$ cat src/rtl/mbox_rx_pkg.sv
package mbox_rx_pkg;
  localparam int CHAN_W = 3;
  localparam int DATA_W = 64;
  localparam int ADDR_W = 6;
  localparam int WORD_W = 32;
  localparam int POS_W  = 8;
  localparam int MASK_W = 5;

  localparam logic [ADDR_W-1:0] OFS_CHAN  = 6'h00;
  localparam logic [ADDR_W-1:0] OFS_LO    = 6'h04;
  localparam logic [ADDR_W-1:0] OFS_HI    = 6'h08;
  localparam logic [ADDR_W-1:0] OFS_POP   = 6'h0C;
  localparam logic [ADDR_W-1:0] OFS_FLUSH = 6'h10;
  localparam logic [ADDR_W-1:0] OFS_STAT  = 6'h14;
  localparam logic [ADDR_W-1:0] OFS_PEND  = 6'h18;
  localparam logic [ADDR_W-1:0] OFS_MASK  = 6'h1C;
  localparam logic [ADDR_W-1:0] OFS_DEPTH = 6'h24;

  localparam int FULL_BIT = 2;

  typedef struct packed {
    logic [CHAN_W-1:0] chan;
    logic [DATA_W-1:0] data;
  } msg_t;
endpackage

$ cat src/rtl/mbox_rx_store.sv
module mbox_rx_store
  import mbox_rx_pkg::*;
#(
  parameter int DEPTH = 16,
  localparam int IDX_W = $clog2(DEPTH)
) (
  input  logic             clk,
  input  logic             we,
  input  logic [IDX_W-1:0] waddr,
  input  msg_t             wmsg,
  input  logic [IDX_W-1:0] raddr,
  output msg_t             rmsg
);
  msg_t mem [DEPTH];

  always_ff @(posedge clk) begin
    if (we) mem[waddr] <= wmsg;
  end

  assign rmsg = mem[raddr];
endmodule

$ cat src/rtl/mbox_rx_ptrs.sv
module mbox_rx_ptrs #(
  parameter int DEPTH = 16,
  localparam int IDX_W = $clog2(DEPTH)
) (
  input  logic             clk,
  input  logic             rst,
  input  logic             push_req,
  input  logic             pop_req,
  input  logic             flush,
  output logic [IDX_W-1:0] wr_ptr,
  output logic [IDX_W-1:0] rd_ptr,
  output logic             full,
  output logic             empty,
  output logic             push_ok,
  output logic             pop_ok
);
  localparam logic [IDX_W-1:0] LAST = IDX_W'(DEPTH - 1);

  function automatic logic [IDX_W-1:0] step(input logic [IDX_W-1:0] p);
    return (p == LAST) ? '0 : p + 1'b1;
  endfunction

  assign empty   = (wr_ptr == rd_ptr) && !full;
  assign push_ok = push_req && !full && !flush;
  assign pop_ok  = pop_req && !empty && !flush;

  always_ff @(posedge clk) begin
    if (rst || flush) begin
      wr_ptr <= '0;
      rd_ptr <= '0;
      full   <= 1'b0;
    end else begin
      if (push_ok) wr_ptr <= step(wr_ptr);
      if (pop_ok)  rd_ptr <= step(rd_ptr);
      if (push_ok && !pop_ok && (step(wr_ptr) == rd_ptr)) full <= 1'b1;
      else if (pop_ok && !push_ok)                        full <= 1'b0;
    end
  end
endmodule

$ cat src/rtl/mbox_rx_regs.sv
module mbox_rx_regs
  import mbox_rx_pkg::*;
#(
  parameter int DEPTH = 16,
  localparam int IDX_W = $clog2(DEPTH)
) (
  input  logic              clk,
  input  logic              rst,
  input  logic              bus_wen,
  input  logic              bus_ren,
  input  logic [ADDR_W-1:0] bus_addr,
  input  logic [WORD_W-1:0] bus_wdata,
  input  msg_t              head,
  input  logic [IDX_W-1:0]  wr_ptr,
  input  logic [IDX_W-1:0]  rd_ptr,
  input  logic              full,
  input  logic              empty,
  input  logic              push_ok,
  output logic              pop_req,
  output logic              flush,
  output logic [WORD_W-1:0] bus_rdata,
  output logic              irq,
  output logic              irq_pend,
  output logic [MASK_W-1:0] irq_mask
);
  logic              clr_req;
  logic [WORD_W-1:0] stat_word;
  logic [WORD_W-1:0] rd_mux;
  msg_t              head_vis;

  assign pop_req = bus_wen && (bus_addr == OFS_POP) && bus_wdata[0];
  assign flush   = bus_wen && (bus_addr == OFS_FLUSH) && (bus_wdata == '0);
  assign clr_req = bus_wen && (bus_addr == OFS_PEND) && bus_wdata[0];

  assign head_vis = empty ? '0 : head;

  always_comb begin
    stat_word = '0;
    stat_word[31:24] = POS_W'(rd_ptr);
    stat_word[23:16] = POS_W'(wr_ptr);
    stat_word[FULL_BIT] = full;
  end

  always_comb begin
    case (bus_addr)
      OFS_CHAN:  rd_mux = WORD_W'(head_vis.chan);
      OFS_LO:    rd_mux = head_vis.data[31:0];
      OFS_HI:    rd_mux = head_vis.data[63:32];
      OFS_STAT:  rd_mux = stat_word;
      OFS_PEND:  rd_mux = WORD_W'(irq_pend);
      OFS_MASK:  rd_mux = WORD_W'(irq_mask);
      OFS_DEPTH: rd_mux = WORD_W'(DEPTH - 1);
      default:   rd_mux = '0;
    endcase
  end

  always_ff @(posedge clk) begin
    if (rst) begin
      irq_pend  <= 1'b0;
      irq_mask  <= '1;
      irq       <= 1'b0;
      bus_rdata <= '0;
    end else begin
      if (flush)        irq_pend <= 1'b0;
      else if (push_ok) irq_pend <= 1'b1;
      else if (clr_req) irq_pend <= 1'b0;
      if (bus_wen && bus_addr == OFS_MASK) irq_mask <= bus_wdata[MASK_W-1:0];
      irq <= irq_pend && !irq_mask[0];
      if (bus_ren) bus_rdata <= rd_mux;
    end
  end
endmodule

$ cat src/rtl/mbox_rx_fifo.sv
module mbox_rx_fifo
  import mbox_rx_pkg::*;
#(
  parameter int DEPTH = 16,
  localparam int IDX_W = $clog2(DEPTH)
) (
  input  logic              clk,
  input  logic              rst,
  input  logic              push_valid,
  input  logic [CHAN_W-1:0] push_chan,
  input  logic [DATA_W-1:0] push_data,
  input  logic              bus_wen,
  input  logic              bus_ren,
  input  logic [ADDR_W-1:0] bus_addr,
  input  logic [WORD_W-1:0] bus_wdata,
  output logic [WORD_W-1:0] bus_rdata,
  output logic              irq
);
  logic [IDX_W-1:0]  wr_ptr, rd_ptr;
  logic              full, empty, push_ok, pop_ok, pop_req, flush, irq_pend;
  logic [MASK_W-1:0] irq_mask;
  msg_t              head, in_msg;

  assign in_msg = '{chan: push_chan, data: push_data};

  mbox_rx_ptrs #(.DEPTH(DEPTH)) ptrs_i (
    .clk(clk), .rst(rst), .push_req(push_valid), .pop_req(pop_req),
    .flush(flush), .wr_ptr(wr_ptr), .rd_ptr(rd_ptr), .full(full),
    .empty(empty), .push_ok(push_ok), .pop_ok(pop_ok)
  );

  mbox_rx_store #(.DEPTH(DEPTH)) store_i (
    .clk(clk), .we(push_ok), .waddr(wr_ptr), .wmsg(in_msg),
    .raddr(rd_ptr), .rmsg(head)
  );

  mbox_rx_regs #(.DEPTH(DEPTH)) regs_i (
    .clk(clk), .rst(rst), .bus_wen(bus_wen), .bus_ren(bus_ren),
    .bus_addr(bus_addr), .bus_wdata(bus_wdata), .head(head),
    .wr_ptr(wr_ptr), .rd_ptr(rd_ptr), .full(full), .empty(empty),
    .push_ok(push_ok), .pop_req(pop_req), .flush(flush),
    .bus_rdata(bus_rdata), .irq(irq), .irq_pend(irq_pend),
    .irq_mask(irq_mask)
  );
endmodule

$ cat config.mk
export PLATFORM = sky130hd
export DESIGN_NAME = mbox_rx_fifo
export DESIGN_NICKNAME = d
export VERILOG_FILES = /design/src/rtl/mbox_rx_pkg.sv /design/src/rtl/mbox_rx_store.sv /design/src/rtl/mbox_rx_ptrs.sv /design/src/rtl/mbox_rx_regs.sv /design/src/rtl/mbox_rx_fifo.sv
export SDC_FILE = /design/constraint.sdc
export NUM_CORES = 1
export LEC_CHECK = 0
export ABC_AREA = 0
export BUFFER_PORTS_ARGS = -buffer_cell sky130_fd_sc_hd__clkbuf_2
export CAP_MARGIN = 20
export CORE_ASPECT_RATIO = 1.1
export CORE_MARGIN = 2
export CORE_UTILIZATION = 45
export CTS_CLUSTER_DIAMETER = 200
export CTS_CLUSTER_SIZE = 28
export DETAILED_ROUTE_END_ITERATION = 8
export GPL_TIMING_DRIVEN = 0
export SYNTH_ARGS = -nofsm -noshare
export SYNTH_HDL_FRONTEND = slang
export SYNTH_SLANG_ARGS = --single-unit
$ cat constraint.sdc
create_clock -name clk -period 9.04 [get_ports clk]
set_input_delay 1.808 -clock clk [delete_from_list [all_inputs] [get_ports clk]]
set_output_delay 1.808 -clock clk [all_outputs]
set_load 0.03 [all_outputs]
==> summary.md <==
| Metric | Value |
|---|---|
| Status | `completed` |
| Total number of vias | `20.68k` |
| Slew HR | `0.2514` |
| DR pass1 iterations | `5` |
| Crit path largest cell delay | `about 870 ps` |
| Global-route wire length before repair | `~150,000 um` |
| Post-synth top area share | `0.7487` |
| CP required | `about 9300 ps` |
| Post-Place Worst Slack | `roughly 3700 ps` |
| Synth Flop Type | `edfxtp_1` |
| Pins over their slew limit | `0` |
| Avg Cell Area, Syn | `22.42 um2` |
| Total grt overflow | `0` |
| Fmax | `between 0.2 and 0.25 GHz` |
| Routed wire per std cell | `~31 um` |
| Asr flop ratio synth | `0` |
| WP depth | `8` |
| Syn Std Cell Area | `42,990 um2` |
| Total Routed Length | `between 100,000 and 150,000 um` |
| Chip width | `around 300 um` |
| Vias in the first global route | `21.17k` |
| RePlAce Congestion | `approximately 0.85` |
| Post-CTS Setup Bufs | `0` |
| Worst slew pin tran | `about 1100 ps` |
| Port bufs | `140` |
| Post-synth top cells | `edfxtp_1, mux4_2, clkbuf_1, nor2_1, dfxtp_1` |
| Critical Path Most Common Cell | `clkbuf_1` |
| CTS H-tree depth | `2` |
| Static leakage | `14.40 nW` |
| Largest net degree at the start of global routing | `43` |
| Post-synthesis register bit count | `between 1k and 1.5k` |
| Crit path cell chain | `clkbuf_2 > clkbuf_1 > nor4b_1 > and4_1 > a31oi_1 > clkbuf_1 > and3_4 > buf_16` |
| Initial Util | `0.4550` |
| Die area | `slightly below 100,000 um2` |
| Crit-path slowest cell | `and3_4` |
| Detail Route Antenna Nets | `0` |
| Nets | `between 2k and 2.5k` |
| Final min period | `~4700 ps` |
| CTS root buffer | `clkbuf_16` |
| Num rows | `118` |
| CP max FO | `36` |
| Reg-to-reg slack, setup | `approximately 5400 ps` |
| Die span in y | `about 330 um` |
| Layout area overhead | `10.02%` |
| Count leader, synth | `edfxtp_1` |
| DR iter-0 viols | `2,558` |
| Setup Viol. Count Final | `0` |
| Power Density | `approximately 180 nW/um2` |
| Clk_lat worst skew | `630 ps` |
| Final Hold Fails | `0` |
| Reg2Reg Capture Point | `regs_i.bus_rdata[17]$_SDFFE_PP0P_` |
| DR vias/cell | `around 6.0` |
| Crit path arrival time | `5040 ps` |
| Number of buffers created by CTS | `46` |
| Post-DP Area | `~46,000 um2` |
| Initial antenna violation count | `8` |
| R2R cell count | `8` |
| Worst setup path end | `store_i.mem[6][60]$_DFFE_PP_` |
| Distinct cells, synth | `55` |
| Layout cells sized above 1 | `0.2719` |
| Largest cells by area after synthesis | `edfxtp_1, mux4_2, dfxtp_1` |
| CTS tree | `yes` |
| Residual DRC | `0` |
| Total Routing Usage GR | `0.2182` |
| Num ports | `between 100 and 150` |
| Worst IR drop on VDD | `141.3 uV` |
| Synth Warn # | `0` |
| Core box area | `about 94,000 um2` |
| Area leader, netlist | `edfxtp_1` |
| Worst-path clk slew | `100 ps` |
| Fin area | `between 40,000 and 50,000 um2` |
| PostCTS Resize Cnt | `0` |
| Syn Nets | `roughly 2.0k` |
| MaxCap Viol Count | `0` |
| Buffers & Inverters on Critical Path | `4` |
| Final setup margin | `about 4300 ps` |
| Critical Path Sink Type | `flip-flop` |
| Final HPWL DP | `between 60,000 and 70,000 um` |
| Worst Setup SP | `bus_addr[3]` |
| Number of enable flip-flop cells after synthesis | `between 1k and 1.5k` |
| Cell count after synthesis | `approximately 1.9k` |
| Startpoint class of the critical path | `input port` |
| Critical setup path kind | `input port to flip-flop` |
| CTS max path bufs | `3` |
| CTS sink count | `1,124` |
| Layout Skew | `between 30 and 40 ps` |
| Final period util | `0.5238` |
| Worst min-delay path class | `flip-flop to flip-flop` |
| Sequential fraction of the synthesis area | `0.7729` |
| # hold bufs at CTS | `0` |
| Family with the most delay on the worst path | `simple AND/OR/NAND/NOR gates` |
| RSZ-0062 raised after global routing | `false` |
## state kept, by name (all words and copies together), names as in the netlist, named ones only
name,count
regs_i.bus_rdata,32
regs_i.irq_pend,1
ptrs_i.wr_ptr,4
regs_i.irq,1
ptrs_i.full,1
ptrs_i.rd_ptr,4
regs_i.irq_mask,5
store_i.mem,1072
## cell type report
cell class	count	area (um2)
Antenna cell	1	2.502
Buffer	115	525.5
Clock buffer	74	1277
Clock inverter	2	38.79
Fill cell	7551	47190
Inverter	11	41.29
Multi-Input combinational cell	668	9279
Sequential cell	1124	33230
Tap cell	1260	1577
Timing Repair Buffer	172	1331
## stage by stage
step / hold slack (ps) / cells / utilization / setup TNS, ps / power, mW
2_1_floorplan: 414.6 / 1918 / - / 0 / 6.015
4_1_cts: 462.2 / 3425 / 0.5005 / 0 / 8.631
3_5_place_dp: 445.7 / 3349 / 0.4865 / 0 / 6.191
5_1_grt: 500.7 / 3427 / 0.5006 / 0 / 8.828
3_3_place_gp: 439.3 / 3318 / 0.4791 / -501080 / 6.171
6_report: 461.3 / 3427 / 0.5006 / 0 / 8.577
## worst min path at each step
stage / depth (start not counted) / endpoint / startpoint
finish: 1 / regs_i.irq$_SDFF_PP0_ / regs_i.irq_mask[0]$_SDFFE_PP1P_
global route: 1 / regs_i.irq_mask[4]$_SDFFE_PP1P_ / regs_i.irq_mask[4]$_SDFFE_PP1P_
CTS: 1 / regs_i.irq$_SDFF_PP0_ / regs_i.irq_mask[0]$_SDFFE_PP1P_
detailed placement: 1 / regs_i.irq$_SDFF_PP0_ / regs_i.irq_mask[0]$_SDFFE_PP1P_
global placement: 1 / regs_i.irq$_SDFF_PP0_ / regs_i.irq_mask[0]$_SDFFE_PP1P_
floorplan: 1 / regs_i.irq$_SDFF_PP0_ / regs_i.irq_mask[0]$_SDFFE_PP1P_
## cell usage in the layout, fill, tap and decap left out, drive strengths merged, types with 3 or more instances in the layout
cell and count:
xor2 4, nor3b 5, nor4 34, o211ai 3, a22o 45, o22ai 5, buf 84, ha 5
nand3b 4, clkbuf 277, inv 12, and3 17, dfxtp 52, nand3 3, a21oi 13, edfxtp 1072
nor2 55, nand2b 5, or2 3, a2111oi 3, mux4 291, a21o 3, nand2 20, nor4b 10
xnor2 6, o21ai 5, nor2b 12, mux2i 9, a22oi 27, a31oi 4, a221o 21, mux2 11
a211o 15, nor3 8
## per-layer routing
| metal | track usage | part of all wire | up-vias |
|---|---|---|---|
| met5 | 0 | 0.00081 | - |
| met4 | 0.05728 | 0.024 | 14 |
| met3 | 0.04405 | 0.078 | 131 |
| met2 | 0.3503 | 0.48 | 872 |
| met1 | 0.3086 | 0.42 | 11090 |
| li1 | - | - | 8573 |
## kinds of logic after synthesis
group                      Yosys count  synth area share
buffers and inverters              126           0.01318
xor gates and xnor gates            10          0.002037
adders and majority gates            5          0.001455
and+or+nand+nor                    187           0.02386
DFF                               1124            0.7729
muxes                              311            0.1574
AOI/OAI and AO/OA                  155           0.02913
## where the power goes
| part | leakage (nW) | switching, mW | total (mW) | internal (mW) |
|---|---|---|---|---|
| combinational | 3.67 | 0.200 | 0.295 | 0.0949 |
| clock | 0.627 | 1.52 | 2.51 | 0.992 |
| sequential | 10.1 | 0.0149 | 5.77 | 5.76 |
| total | 14.4 | 1.73 | 8.58 | 6.85 |
No activity file was read; power rests on OpenSTA's default activity.
